<file path="src/rtl/ldev_pkg.sv">
package ldev_pkg;

  typedef enum logic [2:0] {
    FLD_NONE, FLD_SEL, FLD_EN, FLD_BHI, FLD_BLO, FLD_IRQ, FLD_DMA
  } fld_e;

  // index -> field class
  function automatic fld_e idx_to_fld(input logic [7:0] idx);
    case (idx)
      8'h07:   return FLD_SEL;
      8'h30:   return FLD_EN;
      8'h60:   return FLD_BHI;
      8'h61:   return FLD_BLO;
      8'h70:   return FLD_IRQ;
      8'h74:   return FLD_DMA;
      default: return FLD_NONE;
    endcase
  endfunction

  // per-device power-up values
  function automatic logic [7:0] rst_en(input int d);
    return (d < 4) ? 8'h01 : 8'h00;
  endfunction

  function automatic logic [15:0] rst_base(input int d);
    case (d)
      0:       return 16'h03F0;
      1:       return 16'h03F8;
      2:       return 16'h02F8;
      3:       return 16'h0378;
      default: return 16'h0000;
    endcase
  endfunction

  function automatic logic [7:0] rst_irq(input int d);
    case (d)
      0:       return 8'd6;
      1:       return 8'd4;
      2:       return 8'd3;
      3:       return 8'd7;
      default: return 8'd0;
    endcase
  endfunction

  function automatic logic [7:0] rst_dma(input int d);
    return (d == 0) ? 8'd2 : 8'd0;
  endfunction

endpackage

</file>
<file path="src/rtl/ldev_port_decode.sv">
module ldev_port_decode #(
  parameter int          AW       = 16,
  parameter logic [15:0] IDX_PORT = 16'h0279,
  parameter logic [15:0] DAT_PORT = 16'h0A79,
  parameter logic [15:0] RD_PORT  = 16'h03E3
) (
  input  logic          cfg_en,
  input  logic [AW-1:0] addr,
  input  logic          wr,
  input  logic          rd,
  output logic          idx_wr,
  output logic          dat_wr,
  output logic          dat_rd,
  output logic          rd_off
);
  always_comb begin
    idx_wr = cfg_en && wr && (addr == AW'(IDX_PORT));
    dat_wr = cfg_en && wr && (addr == AW'(DAT_PORT));
    dat_rd = cfg_en && rd && (addr == AW'(RD_PORT));
    rd_off = !cfg_en && rd && (addr == AW'(RD_PORT));
  end
endmodule

</file>
<file path="src/rtl/ldev_slot.sv">
module ldev_slot
  import ldev_pkg::*;
#(
  parameter int            DW          = 8,
  parameter int            IRQW        = 4,
  parameter logic [7:0]    RST_EN      = 8'h00,
  parameter logic [15:0]   RST_BASE    = 16'h0000,
  parameter logic [7:0]    RST_IRQ     = 8'h00,
  parameter logic [7:0]    RST_DMA     = 8'h00,
  parameter bit            RANGE_CHECK = 1'b0
) (
  input  logic            clk,
  input  logic            rst,
  input  logic            we,
  input  fld_e            fld,
  input  logic [DW-1:0]   wdata,
  output logic [DW-1:0]   en_q,
  output logic [DW-1:0]   bhi_q,
  output logic [DW-1:0]   blo_q,
  output logic [DW-1:0]   irq_q,
  output logic [DW-1:0]   dma_q,
  output logic            remap,
  output logic [IRQW-1:0] irq_num,
  output logic            irq_vld
);
  localparam logic [DW-1:0] IRQ_MAX = DW'({IRQW{1'b1}});

  always_ff @(posedge clk) begin
    if (rst) begin
      en_q  <= DW'(RST_EN);
      bhi_q <= DW'(RST_BASE[15:8]);
      blo_q <= DW'(RST_BASE[7:0]);
      irq_q <= DW'(RST_IRQ);
      dma_q <= DW'(RST_DMA);
      remap <= 1'b0;
    end else begin
      remap <= 1'b0;
      if (we) begin
        case (fld)
          FLD_EN: begin
            en_q  <= wdata;
            remap <= (wdata != en_q);
          end
          FLD_BHI: bhi_q <= wdata;
          FLD_BLO: blo_q <= wdata;
          FLD_IRQ: irq_q <= wdata;
          FLD_DMA: dma_q <= wdata;
          default: ;
        endcase
      end
    end
  end

  assign irq_num = irq_q[IRQW-1:0];

  generate
    if (RANGE_CHECK) begin : g_lim
      assign irq_vld = (irq_q <= IRQ_MAX);
    end else begin : g_nolim
      assign irq_vld = 1'b1;
    end
  endgenerate

  // a pulse only follows an enable write that altered the value
  p_remap_change_r10: assert property (@(posedge clk) disable iff (rst)
    remap |-> (en_q != $past(en_q)));
  p_remap_cause_r10: assert property (@(posedge clk) disable iff (rst)
    remap |-> $past(we && fld == FLD_EN));
endmodule

</file>
<file path="src/rtl/ldev_cfg_bank.sv">
module ldev_cfg_bank
  import ldev_pkg::*;
#(
  parameter int NDEV    = 8,
  parameter int AW      = 16,
  parameter int DW      = 8,
  parameter int BW      = 16,
  parameter int IRQW    = 4,
  parameter int PAR_DEV = 3
) (
  input  logic              clk,
  input  logic              rst,
  input  logic              cfg_en,
  input  logic [AW-1:0]     bus_addr,
  input  logic [DW-1:0]     bus_wdata,
  input  logic              bus_wr,
  input  logic              bus_rd,
  output logic [DW-1:0]     rd_data,
  output logic [NDEV-1:0]   dev_active,
  output logic [NDEV*BW-1:0]   dev_base,
  output logic [NDEV*IRQW-1:0] dev_irq,
  output logic [NDEV-1:0]   dev_irq_vld,
  output logic [NDEV-1:0]   dev_remap
);
  localparam int SELW = (NDEV > 1) ? $clog2(NDEV) : 1;

  logic            idx_wr, dat_wr, dat_rd, rd_off;
  logic [DW-1:0]   idx_q;
  logic [SELW-1:0] sel_q;
  fld_e            fld;
  logic [DW-1:0]   rd_mux;

  logic [DW-1:0] en_a  [NDEV];
  logic [DW-1:0] bhi_a [NDEV];
  logic [DW-1:0] blo_a [NDEV];
  logic [DW-1:0] irq_a [NDEV];
  logic [DW-1:0] dma_a [NDEV];

  ldev_port_decode #(.AW(AW)) u_dec (
    .cfg_en (cfg_en),
    .addr   (bus_addr),
    .wr     (bus_wr),
    .rd     (bus_rd),
    .idx_wr (idx_wr),
    .dat_wr (dat_wr),
    .dat_rd (dat_rd),
    .rd_off (rd_off)
  );

  assign fld = idx_to_fld(8'(idx_q));

  always_ff @(posedge clk) begin
    if (rst) begin
      idx_q <= '0;
      sel_q <= '0;
    end else begin
      if (idx_wr) idx_q <= bus_wdata;
      if (dat_wr && fld == FLD_SEL) sel_q <= bus_wdata[SELW-1:0];
    end
  end

  genvar d;
  generate
    for (d = 0; d < NDEV; d++) begin : g_dev
      ldev_slot #(
        .DW          (DW),
        .IRQW        (IRQW),
        .RST_EN      (rst_en(d)),
        .RST_BASE    (rst_base(d)),
        .RST_IRQ     (rst_irq(d)),
        .RST_DMA     (rst_dma(d)),
        .RANGE_CHECK (d == PAR_DEV)
      ) u_slot (
        .clk     (clk),
        .rst     (rst),
        .we      (dat_wr && (sel_q == SELW'(d))),
        .fld     (fld),
        .wdata   (bus_wdata),
        .en_q    (en_a[d]),
        .bhi_q   (bhi_a[d]),
        .blo_q   (blo_a[d]),
        .irq_q   (irq_a[d]),
        .dma_q   (dma_a[d]),
        .remap   (dev_remap[d]),
        .irq_num (dev_irq[d*IRQW +: IRQW]),
        .irq_vld (dev_irq_vld[d])
      );
      assign dev_active[d]         = en_a[d][0];
      assign dev_base[d*BW +: BW]  = BW'({bhi_a[d], blo_a[d]});
    end
  endgenerate

  always_comb begin
    case (fld)
      FLD_SEL: rd_mux = DW'(sel_q);
      FLD_EN:  rd_mux = en_a[sel_q];
      FLD_BHI: rd_mux = bhi_a[sel_q];
      FLD_BLO: rd_mux = blo_a[sel_q];
      FLD_IRQ: rd_mux = irq_a[sel_q];
      FLD_DMA: rd_mux = dma_a[sel_q];
      default: rd_mux = '1;
    endcase
  end

  always_ff @(posedge clk) begin
    if (rst)         rd_data <= '1;
    else if (dat_rd) rd_data <= rd_mux;
    else if (rd_off) rd_data <= '1;
  end

  // disabled accesses leave index and selector untouched
  p_quiet_when_off_r1: assert property (@(posedge clk) disable iff (rst)
    !cfg_en |=> ($stable(idx_q) && $stable(sel_q)));
  // a read while disabled returns all ones
  p_rd_off_ff_r1: assert property (@(posedge clk) disable iff (rst)
    (bus_rd && !cfg_en && bus_addr == AW'(16'h03E3)) |=> (rd_data == '1));
  // never more than one remap pulse at a time
  p_remap_single_r10: assert property (@(posedge clk) disable iff (rst)
    $onehot0(dev_remap));
  // parallel port interrupt beyond 15 is reported invalid
  p_par_irq_none_r9: assert property (@(posedge clk) disable iff (rst)
    (irq_a[PAR_DEV] > DW'(15)) |-> !dev_irq_vld[PAR_DEV]);
endmodule

</file>
<file path="config.mk">
export PLATFORM = sky130hd
export DESIGN_NAME = ldev_cfg_bank
export DESIGN_NICKNAME = d
export VERILOG_FILES = /design/src/rtl/ldev_pkg.sv /design/src/rtl/ldev_port_decode.sv /design/src/rtl/ldev_slot.sv /design/src/rtl/ldev_cfg_bank.sv
export SDC_FILE = /design/constraint.sdc
export NUM_CORES = 1
export LEC_CHECK = 0
export ABC_AREA = 1
export CORE_MARGIN = 1.5
export CORE_UTILIZATION = 38
export DETAILED_ROUTE_END_ITERATION = 10
export GPL_TIMING_DRIVEN = 0
export SYNTH_ARGS = -nofsm -noshare
export SYNTH_HDL_FRONTEND = slang
export SYNTH_SLANG_ARGS = --single-unit
</file>
<file path="constraint.sdc">
create_clock -name clk -period 3.4 [get_ports clk]
set_clock_uncertainty 0.1 [all_clocks]
set_input_delay 0.34 -clock clk [delete_from_list [all_inputs] [get_ports clk]]
set_output_delay 0.34 -clock clk [all_outputs]
set_load 0.02 [all_outputs]
</file>
==> summary.txt, run 1 <==
nets - 3130
largest net degree at the start of global routing - 14
Critical Path AT - 3920 ps
Internal - 6.82 mW
area of the multi-input gates - 0.00940 mm²
most common cell after layout, fill and taps aside - nand2_1
Clk pwr share - 0.508
core area - 0.0478 mm²
Max VDD drop - 0.273 mV
FF/Latch Area - 0.00695 mm²
Max Cap Violations - 1
Synth Register Bits - 347
Sw Share - 0.254
number of port buffers - 208
Initial DRC Count - 3189
Worst Setup Start Kind - primary input
Clock Tree Buf Depth - 3
Final Hold Vio Count - 0
ratio of cells with drive above 1 in the final layout - 0.0808
gr ovfl total - 0
drt wl/cell - 27.7 µm
Logic pwr share - 0.047
failing checks - capacitance limit, slew limit, setup timing
total wire length - 104000 µm
GRT Util Overall - 0.405
total CTS buffers - 42
Worst-path clk slew - 60 ps
Setup-failing EPs final - 1
IO Pins - 221
antenna fix cells - 0
reg2reg path depth - 7
Post-CTS Setup Bufs - 0
row count - 80
Worst-Skew Late Latency - 590 ps
clock tree sinks - 347
Slew Viols, Final - 11
DP Area - 0.0214 mm²
CP Data Required Time - 3800 ps
status - complete, but fails checks
Worst Hold Class - flip-flop to flip-flop
antenna violations before repair - 3
Chip Width - 224 µm
Worst Setup Path Type - primary input to flip-flop
Area Overhead vs Synth - 23.0%
Synth cell types - 31
vias - 22.0k
Fill cells - 5097
average vias per placed instance - 5.89
clock root buffer master - clkbuf_16
global-route wire length before repair - 145000 µm
CTS resizes - 0
Post-DRT Antenna Nets - 0
CP max FO - 10
critical path endpoint category - flip-flop
Hold WS - 364 ps
sequential area share after synthesis - 0.376
Sw Pwr - 2.32 mW
Worst Hold Depth - 2
die area - 0.0500 mm²
Starting Density - 0.386
Tcrit/Tclk final - 1.04
power share of the sequential group - 0.445
Die Y-Extent - 224 µm
DRC viols - 0
final core occ - 0.476
slew margin rel. - -0.0384
design area - 0.0228 mm²
Post-Syn Instances - 2843
Post-DP HPWL - 77200 µm
CTS tree - built
hold buffer count at CTS - 0
htree depth - 2
DRT Pass-1 Iters - 6
RD Place Congestion - 1.02
Pwr Density - 401 mW/mm²
min cycle time layout - 3520 ps
worst slack at placement - -510 ps
Mean Syn Cell Area - 6.50 µm²
Worst Tran Pin Value - 1560 ps
Highest Clock Rate - 284 MHz
final worst setup slack - -122 ps
Post-Syn Area - 0.0185 mm²
commonest non-fill, non-tap cells in the layout - nand2_1 (873), dfxtp_1 (347), a21oi_1 (301), nand4_1 (293), nor2_1 (268)
Ys Warns - 0
Leakage - 9.07 nW
number of global-route vias before repair - 20.3k
[per-stage QoR]
| step | std cells | power (mW) | TNS [ps] |
|---|---|---|---|
| floorplan | 2849 | 4.33 | 0 |
| global placement | 3672 | 4.55 | -6950 |
| detailed placement | 3673 | 4.56 | -6720 |
| CTS | 3746 | 9.08 | 0 |
| global route | 3745 | 9.26 | -0.450 |
| finish | 3745 | 9.13 | -122 |
[synthesized netlist by cell type (all sizes together)]
cell / instances / area [µm²]
dfxtp: 347 / 6950
a21oi: 301 / 1510
clkinv: 2 / 7.51
conb: 1 / 3.75
nand2: 874 / 3280
xor2: 24 / 210
o21bai: 1 / 7.51
clkbuf: 121 / 454
or2: 6 / 37.5
nand3: 104 / 586
inv: 189 / 709
nor2: 275 / 1050
nor4: 9 / 56.3
nor3b: 1 / 7.51
xnor2: 13 / 114
nand4: 293 / 1830
o211ai: 41 / 308
nor3: 22 / 126
o221ai: 1 / 8.76
buf: 173 / 997
o31ai: 1 / 7.51
o2111ai: 3 / 26.3
o21ai: 41 / 205
[critical path, stage by stage]
cell and delay [ps]:
clkdlybuf4s50_1 530, clkbuf_1 570, clkdlybuf4s15_1 1070, clkbuf_1 850, nand4_1 340, a21oi_1 210
[per-layer routing]
layer	global-route usage	part of all wire
met1	0.542	0.40
met2	0.595	0.41
met3	0.0811	0.11
met4	0.257	0.068
met5	0	0.00011
[registers in the layout (all words and copies together), names as in the netlist]
signal,count
g_dev.u_slot.en_q,64
idx_q,8
g_dev.u_slot.dma_q,64
rd_data,8
g_dev.u_slot.irq_q,64
sel_q,3
g_dev.u_slot.blo_q,64
g_dev.u_slot.remap,8
g_dev.u_slot.bhi_q,64
[cells by family after synthesis]
group	synth area share
buf+inv	0.117
simple gates	0.377
other cells	0.000203
compound gates	0.112
xor+xnor	0.0175
flops	0.376
[layout make-up]
| class | instances | area share |
|---|---|---|
| Tap cell | 615 | 0.0338 |
| Clock inverter | 17 | 0.00808 |
| Clock buffer | 56 | 0.0520 |
| Timing Repair Buffer | 209 | 0.0920 |
| Inverter | 191 | 0.0315 |
| Buffer | 293 | 0.0639 |
| Sequential cell | 347 | 0.305 |
| Multi-Input combinational cell | 2017 | 0.413 |
[final timing paths]
path / from / to / slack [ps]
max reg2reg: idx_q[2] / g_dev[3].u_slot.blo_q[7] / 180
max: bus_wdata[2] / g_dev[1].u_slot.bhi_q[2] / -120
min reg2reg: g_dev[3].u_slot.dma_q[1] / g_dev[3].u_slot.dma_q[1] / 360
min: g_dev[3].u_slot.dma_q[1] / g_dev[3].u_slot.dma_q[1] / 360
[power by group through the flow]
stage / clock, mW / sequential, mW / combinational [mW]
2_1_floorplan: 0 / 4.16 / 0.179
3_3_place_gp: 0 / 4.16 / 0.399
3_5_place_dp: 0 / 4.16 / 0.401
4_1_cts: 4.61 / 4.07 / 0.401
5_1_grt: 4.77 / 4.06 / 0.425
6_report: 4.64 / 4.06 / 0.429
No activity file was read; power rests on OpenSTA's default activity.
==> inputs of run 2 (changes only) <==
--- a/config.mk
+++ b/config.mk
@@ -5,7 +5,6 @@
 export SDC_FILE = /design/constraint.sdc
 export NUM_CORES = 1
 export LEC_CHECK = 0
-export ABC_AREA = 1
 export CORE_MARGIN = 1.5
 export CORE_UTILIZATION = 38
 export DETAILED_ROUTE_END_ITERATION = 10
==> summary.txt, run 2 <==
status - complete, no violations
gr busiest metal - met2
antenna violations before repair - 2
grt met2 use - 0.484
GRT Util Overall - 0.315
Starting Density - 0.388
Post-DRT Antenna Nets - 0
Non-Filler Instances - 2487
drt wl/cell - 28.6 µm
IO Pins - 221
min-delay src - g_dev[2].u_slot.irq_q[6]
ys async rst share - 0
RD Place Congestion - 0.968
CTS tree - built
Pwr Density - 424 mW/mm²
most common cell after layout, fill and taps aside - dfxtp_1
setup_tns - 0 ps
core area - 0.0423 mm²
Highest Clock Rate - 304 MHz
CP Data Required Time - 3690 ps
total CTS buffers - 39
Post-Syn Area - 0.0164 mm²
Setup-failing EPs final - 0
Synth cell types - 52
DP Area - 0.0192 mm²
Synth Register Bits - 347
vias - 14.5k
crit path buf inv count - 3
Chip Width - 211 µm
largest net degree at the start of global routing - 14
DRT Pass-1 Iters - 6
Max VDD drop - 0.339 mV
synth top area cells - dfxtp_1 (42%), mux2i_1 (12%), mux4_2 (11%)
largest area contributor in the netlist - dfxtp_1
nets - 1912
Post-DP HPWL - 50400 µm
Slew Viols, Final - 0
total wire length - 71100 µm
Final Hold Vio Count - 0
Worst Hold Class - flip-flop to flip-flop
count leader, synth - dfxtp_1
Critical Path AT - 3580 ps
met1 Use GR - 0.437
DRC viols - 0
Leakage - 7.04 nW
Worst Tran Pin Value - 1430 ps
worst-path cell chain - buf_2 > clkbuf_4 > clkbuf_2 > mux4_2 > a22oi_1 > o32ai_1 > a311oi_1 > a21oi_1
number of port buffers - 206
Die Y-Extent - 211 µm
Mean Syn Cell Area - 10.1 µm²
global-route wire length before repair - 100000 µm
Max Cap Violations - 0
Worst Setup Path Type - flip-flop to flip-flop
design area - 0.0205 mm²
dpl cells - 2419
htree depth - 2
commonest non-fill, non-tap cells in the layout - dfxtp_1 (347), nor2_1 (206), clkdlybuf4s50_1 (206), mux2i_1 (195), nand3b_1 (107)
most frequent cells after synthesis - dfxtp_1 (347), nor2_1 (206), mux2i_1 (195), nand3b_1 (107), clkbuf_1 (100)
clock root buffer master - clkbuf_16
Worst path slowest cell - clkbuf_4
CP max FO - 11
Initial DRC Count - 1825
clock tree sinks - 347
Worst-path clk slew - 60 ps
slowest stage delay, CP - 490 ps
gr ovfl total - 0
Area Overhead vs Synth - 25.0%
M3 GR Usage - 0.0604
sequential area share after synthesis - 0.423
ratio of cells with drive above 1 in the final layout - 0.139
Worst Setup Start Kind - flip-flop
Tcrit/Tclk final - 0.968
slew margin rel. - 0.0453
CP Launch Point - sel_q[0]
Clock Tree Buf Depth - 3
Synth top area share - 0.423
reg2reg start - sel_q[0]
Worst-Skew Late Latency - 540 ps
hold buffer count at CTS - 0
min cycle time layout - 3290 ps
Largest delay share family, worst path - buffers and inverters
Post-synth EDFFs - 0
commonest register cell after synthesis - dfxtp_1
die area - 0.0445 mm²
number of global-route vias before repair - 13.8k
Fill cells - 4047
final core occ - 0.485
average vias per placed instance - 5.85
Post-Syn Instances - 1630
Ys Warns - 0
critical path endpoint category - flip-flop
row count - 75
[run 2: cell count changes after synthesis, sizes merged, moves of 40 or more]
cell,change
o211ai,-41
nor3,+44
nand2,-824
mux4,+80
mux2i,+195
nor2,-69
buf,-54
inv,-188
o21ai,+68
a21oi,-233
xor2,+40
nand3b,+107
nand3,-97
nand4,-292
[run 2: stage by stage]
stage          total power, mW  hold slack, ps  worst slack [ps]
2_1_floorplan             4.34             333               879
3_3_place_gp              4.56             341              -374
3_5_place_dp              4.56             347              -399
4_1_cts                   8.71             332              4.09
5_1_grt                   8.89             380             -5.31
6_report                  8.71             358               108
[run 2: per-layer routing]
metal	wire (µm)	part of all wire
met1	29500	0.42
met2	31800	0.45
met3	7160	0.10
met4	2560	0.036
met5	13	0.00018
[run 2: cell type report]
class | instances | area, µm² | share of cell area
Multi-Input combinational cell | 1069 | 8380 | 0.408
Sequential cell | 347 | 6950 | 0.338
Timing Repair Buffer | 206 | 2060 | 0.100
Clock buffer | 58 | 1190 | 0.0579
Buffer | 219 | 1150 | 0.0562
Tap cell | 577 | 722 | 0.0352
Clock inverter | 9 | 76.3 | 0.00372
Inverter | 1 | 3.75 | 0.000183
Antenna cell | 1 | 2.50 | 0.000122
[run 2: worst paths after layout]
path                                   end  cells past startpoint  slack [ps]
setup / recovery                rd_data[3]                      8         110
hold / removal    g_dev[2].u_slot.irq_q[6]                      2         360
setup reg to reg                rd_data[3]                      8         110
hold reg to reg   g_dev[2].u_slot.irq_q[6]                      2         360
[run 2: worst register-to-register path: cells and delay by family, from the launching register on]
family | cells | cell delay (ps)
muxes | 1 | 430
buffers and inverters | 3 | 1390
AOI/OAI and AO/OA | 4 | 830
DFF | 1 | 390
[run 2: what timing repair did]
item                       in CTS  in global routing
cloned                          0                  0
gates resized for setup         5                 10
buffers inserted                0                  0
setup endpoints to repair       7                 45
[run 2: where the power goes]
part	switching, mW	leakage, nW	internal, mW
sequential	0.000000652	2.80	4.06
combinational	0.329	3.62	0.0936
clock	1.74	0.627	2.49
total	2.07	7.04	6.65
[run 2: logic make-up (layout without fill, tap and decap cells)]
group | after synthesis | count (layout) | synth area share
other | 1 | 8 | 0.000228
XOR/XNOR | 64 | 64 | 0.0341
AO/OA/AOI/OAI | 214 | 214 | 0.0711
buffers and inverters | 220 | 493 | 0.0688
AND/OR/NAND/NOR | 509 | 509 | 0.174
multiplexers | 275 | 275 | 0.229
flip-flops | 347 | 347 | 0.423
==> inputs of run 3 (changes only) <==
--- a/config.mk
+++ b/config.mk
@@ -8,6 +8,7 @@
 export CORE_MARGIN = 1.5
 export CORE_UTILIZATION = 38
 export DETAILED_ROUTE_END_ITERATION = 10
+export DONT_BUFFER_PORTS = 1
 export GPL_TIMING_DRIVEN = 0
 export SYNTH_ARGS = -nofsm -noshare
 export SYNTH_HDL_FRONTEND = slang
==> summary.txt, run 3 (same netlist as run 2, synthesis figures left out) <==
status - complete, no violations
number of global-route vias before repair - 13.4k
nets - 1708
Final Hold Vio Count - 0
Worst Setup Path Type - flip-flop to flip-flop
IO Pins - 221
GRT Util Overall - 0.312
CP max FO - 10
RD Place Congestion - 0.996
final worst setup slack - 80.9 ps
htree depth - 2
vias - 13.9k
gr busiest metal - met2
Max VDD drop - 0.348 mV
Max Cap Violations - 0
Setup-failing EPs final - 0
total wire length - 70600 µm
CTS tree - built
Worst Hold Depth - 3
ratio of cells with drive above 1 in the final layout - 0.155
CP Data Required Time - 3710 ps
min-delay src - cfg_en
Post-DP HPWL - 50300 µm
reg2reg path depth - 9
Slew Viols, Final - 0
Worst-path clk slew - 70 ps
critical path endpoint category - flip-flop
commonest non-fill, non-tap cells in the layout - dfxtp_1 (347), nor2_1 (206), mux2i_1 (195), nand3b_1 (107), clkbuf_1 (105)
die area - 0.0445 mm²
number of port buffers - 0
dpl cells - 2213
Hold WS - 14.4 ps
Non-Filler Instances - 2283
clock root buffer master - clkbuf_16
average vias per placed instance - 6.07
Post-DRT Antenna Nets - 0
DRC viols - 0
Chip Width - 211 µm
Pwr Density - 467 mW/mm²
Leakage - 6.28 nW
slew margin rel. - 0.0691
CP Launch Point - sel_q[1]
global-route wire length before repair - 99000 µm
Area Overhead vs Synth - 12.5%
DRT Pass-1 Iters - 5
row count - 75
Worst Setup Start Kind - flip-flop
met1 Use GR - 0.403
Highest Clock Rate - 301 MHz
core area - 0.0423 mm²
total CTS buffers - 38
reg2reg start - sel_q[1]
clock tree sinks - 347
antenna violations before repair - 2
DP Area - 0.0172 mm²
Critical Path AT - 3620 ps
most common cell after layout, fill and taps aside - dfxtp_1
RSZ-0062 raised after global routing - no
gr ovfl total - 0
Die Y-Extent - 211 µm
final core occ - 0.437
min cycle time layout - 3320 ps
design area - 0.0185 mm²
Clock Tree Buf Depth - 3
largest net degree at the start of global routing - 14
M3 GR Usage - 0.102
Worst-Skew Late Latency - 560 ps
drt wl/cell - 30.9 µm
Post-CTS Setup Bufs - 0
Fill cells - 4048
Tcrit/Tclk final - 0.976
Initial DRC Count - 1801
worst slack at placement - -462 ps
Starting Density - 0.388
Worst Tran Pin Value - 1400 ps
grt met2 use - 0.472
Worst Hold Class - primary input to flip-flop
==> run 3: cell types whose count changed in the layout (fill, tap and decap cells not counted), moves of 3 or more <==
cell and delta:
buf_4 +3, clkbuf_16 -3, clkbuf_4 -3, clkdlybuf4s50_1 -206, dlygate4sd3_1 +3, inv_6 +3
==> run 3: worst paths after layout <==
| check | slack (ps) | end |
|---|---|---|
| min reg2reg | 360 | g_dev[2].u_slot.irq_q[5] |
| max | 80 | rd_data[3] |
| min | 10 | rd_data[4] |
| max reg2reg | 80 | rd_data[3] |
==> run 3: stage by stage <==
stage,power (mW),setup TNS [ps]
floorplan,4.34,0
global placement,4.53,-2100
detailed placement,4.53,-2360
CTS,8.63,0
global route,8.83,0
finish,8.64,0
==> run 3: report_power, final <==
group	switching, mW	total, mW	internal (mW)
combinational	0.322	0.397	0.0750
sequential	0.000000660	4.06	4.06
clock	1.76	4.18	2.42
==> run 3: what timing repair did <==
action,in CTS,in global routing
setup endpoints to repair,7,34
hold buffers,3,0
gates cloned,0,0
gates resized for setup,10,5
pin swaps,0,0
endpoints found under the hold margin,2,0
==> run 3: area by class of cell <==
type / count / area (µm²) / area share
Clock inverter: 11 / 128 / 0.00691
Multi-Input combinational cell: 1069 / 8380 / 0.454
Timing Repair Buffer: 3 / 30.0 / 0.00163
Inverter: 1 / 3.75 / 0.000203
Clock buffer: 55 / 1100 / 0.0598
Buffer: 219 / 1160 / 0.0628
Antenna cell: 1 / 2.50 / 0.000135
Sequential cell: 347 / 6950 / 0.376
Tap cell: 577 / 722 / 0.0391
==> run 3: critical path: stages, from the launching register on <==
cell and delay [ps]:
dfxtp_1 310, clkbuf_1 170, buf_2 310, clkbuf_4 420
clkbuf_2 510, mux4_2 470, mux2i_1 170, o32ai_1 140
a311oi_1 420, a21oi_1 120
==> run 3: routing by layer <==
metal,vias up,part of all wire,wire [µm]
met3,193,0.12,8540
met5,-,0.00038,27
met1,6890,0.39,27700
met4,4,0.052,3660
met2,926,0.43,30700
li1,5855,-,-
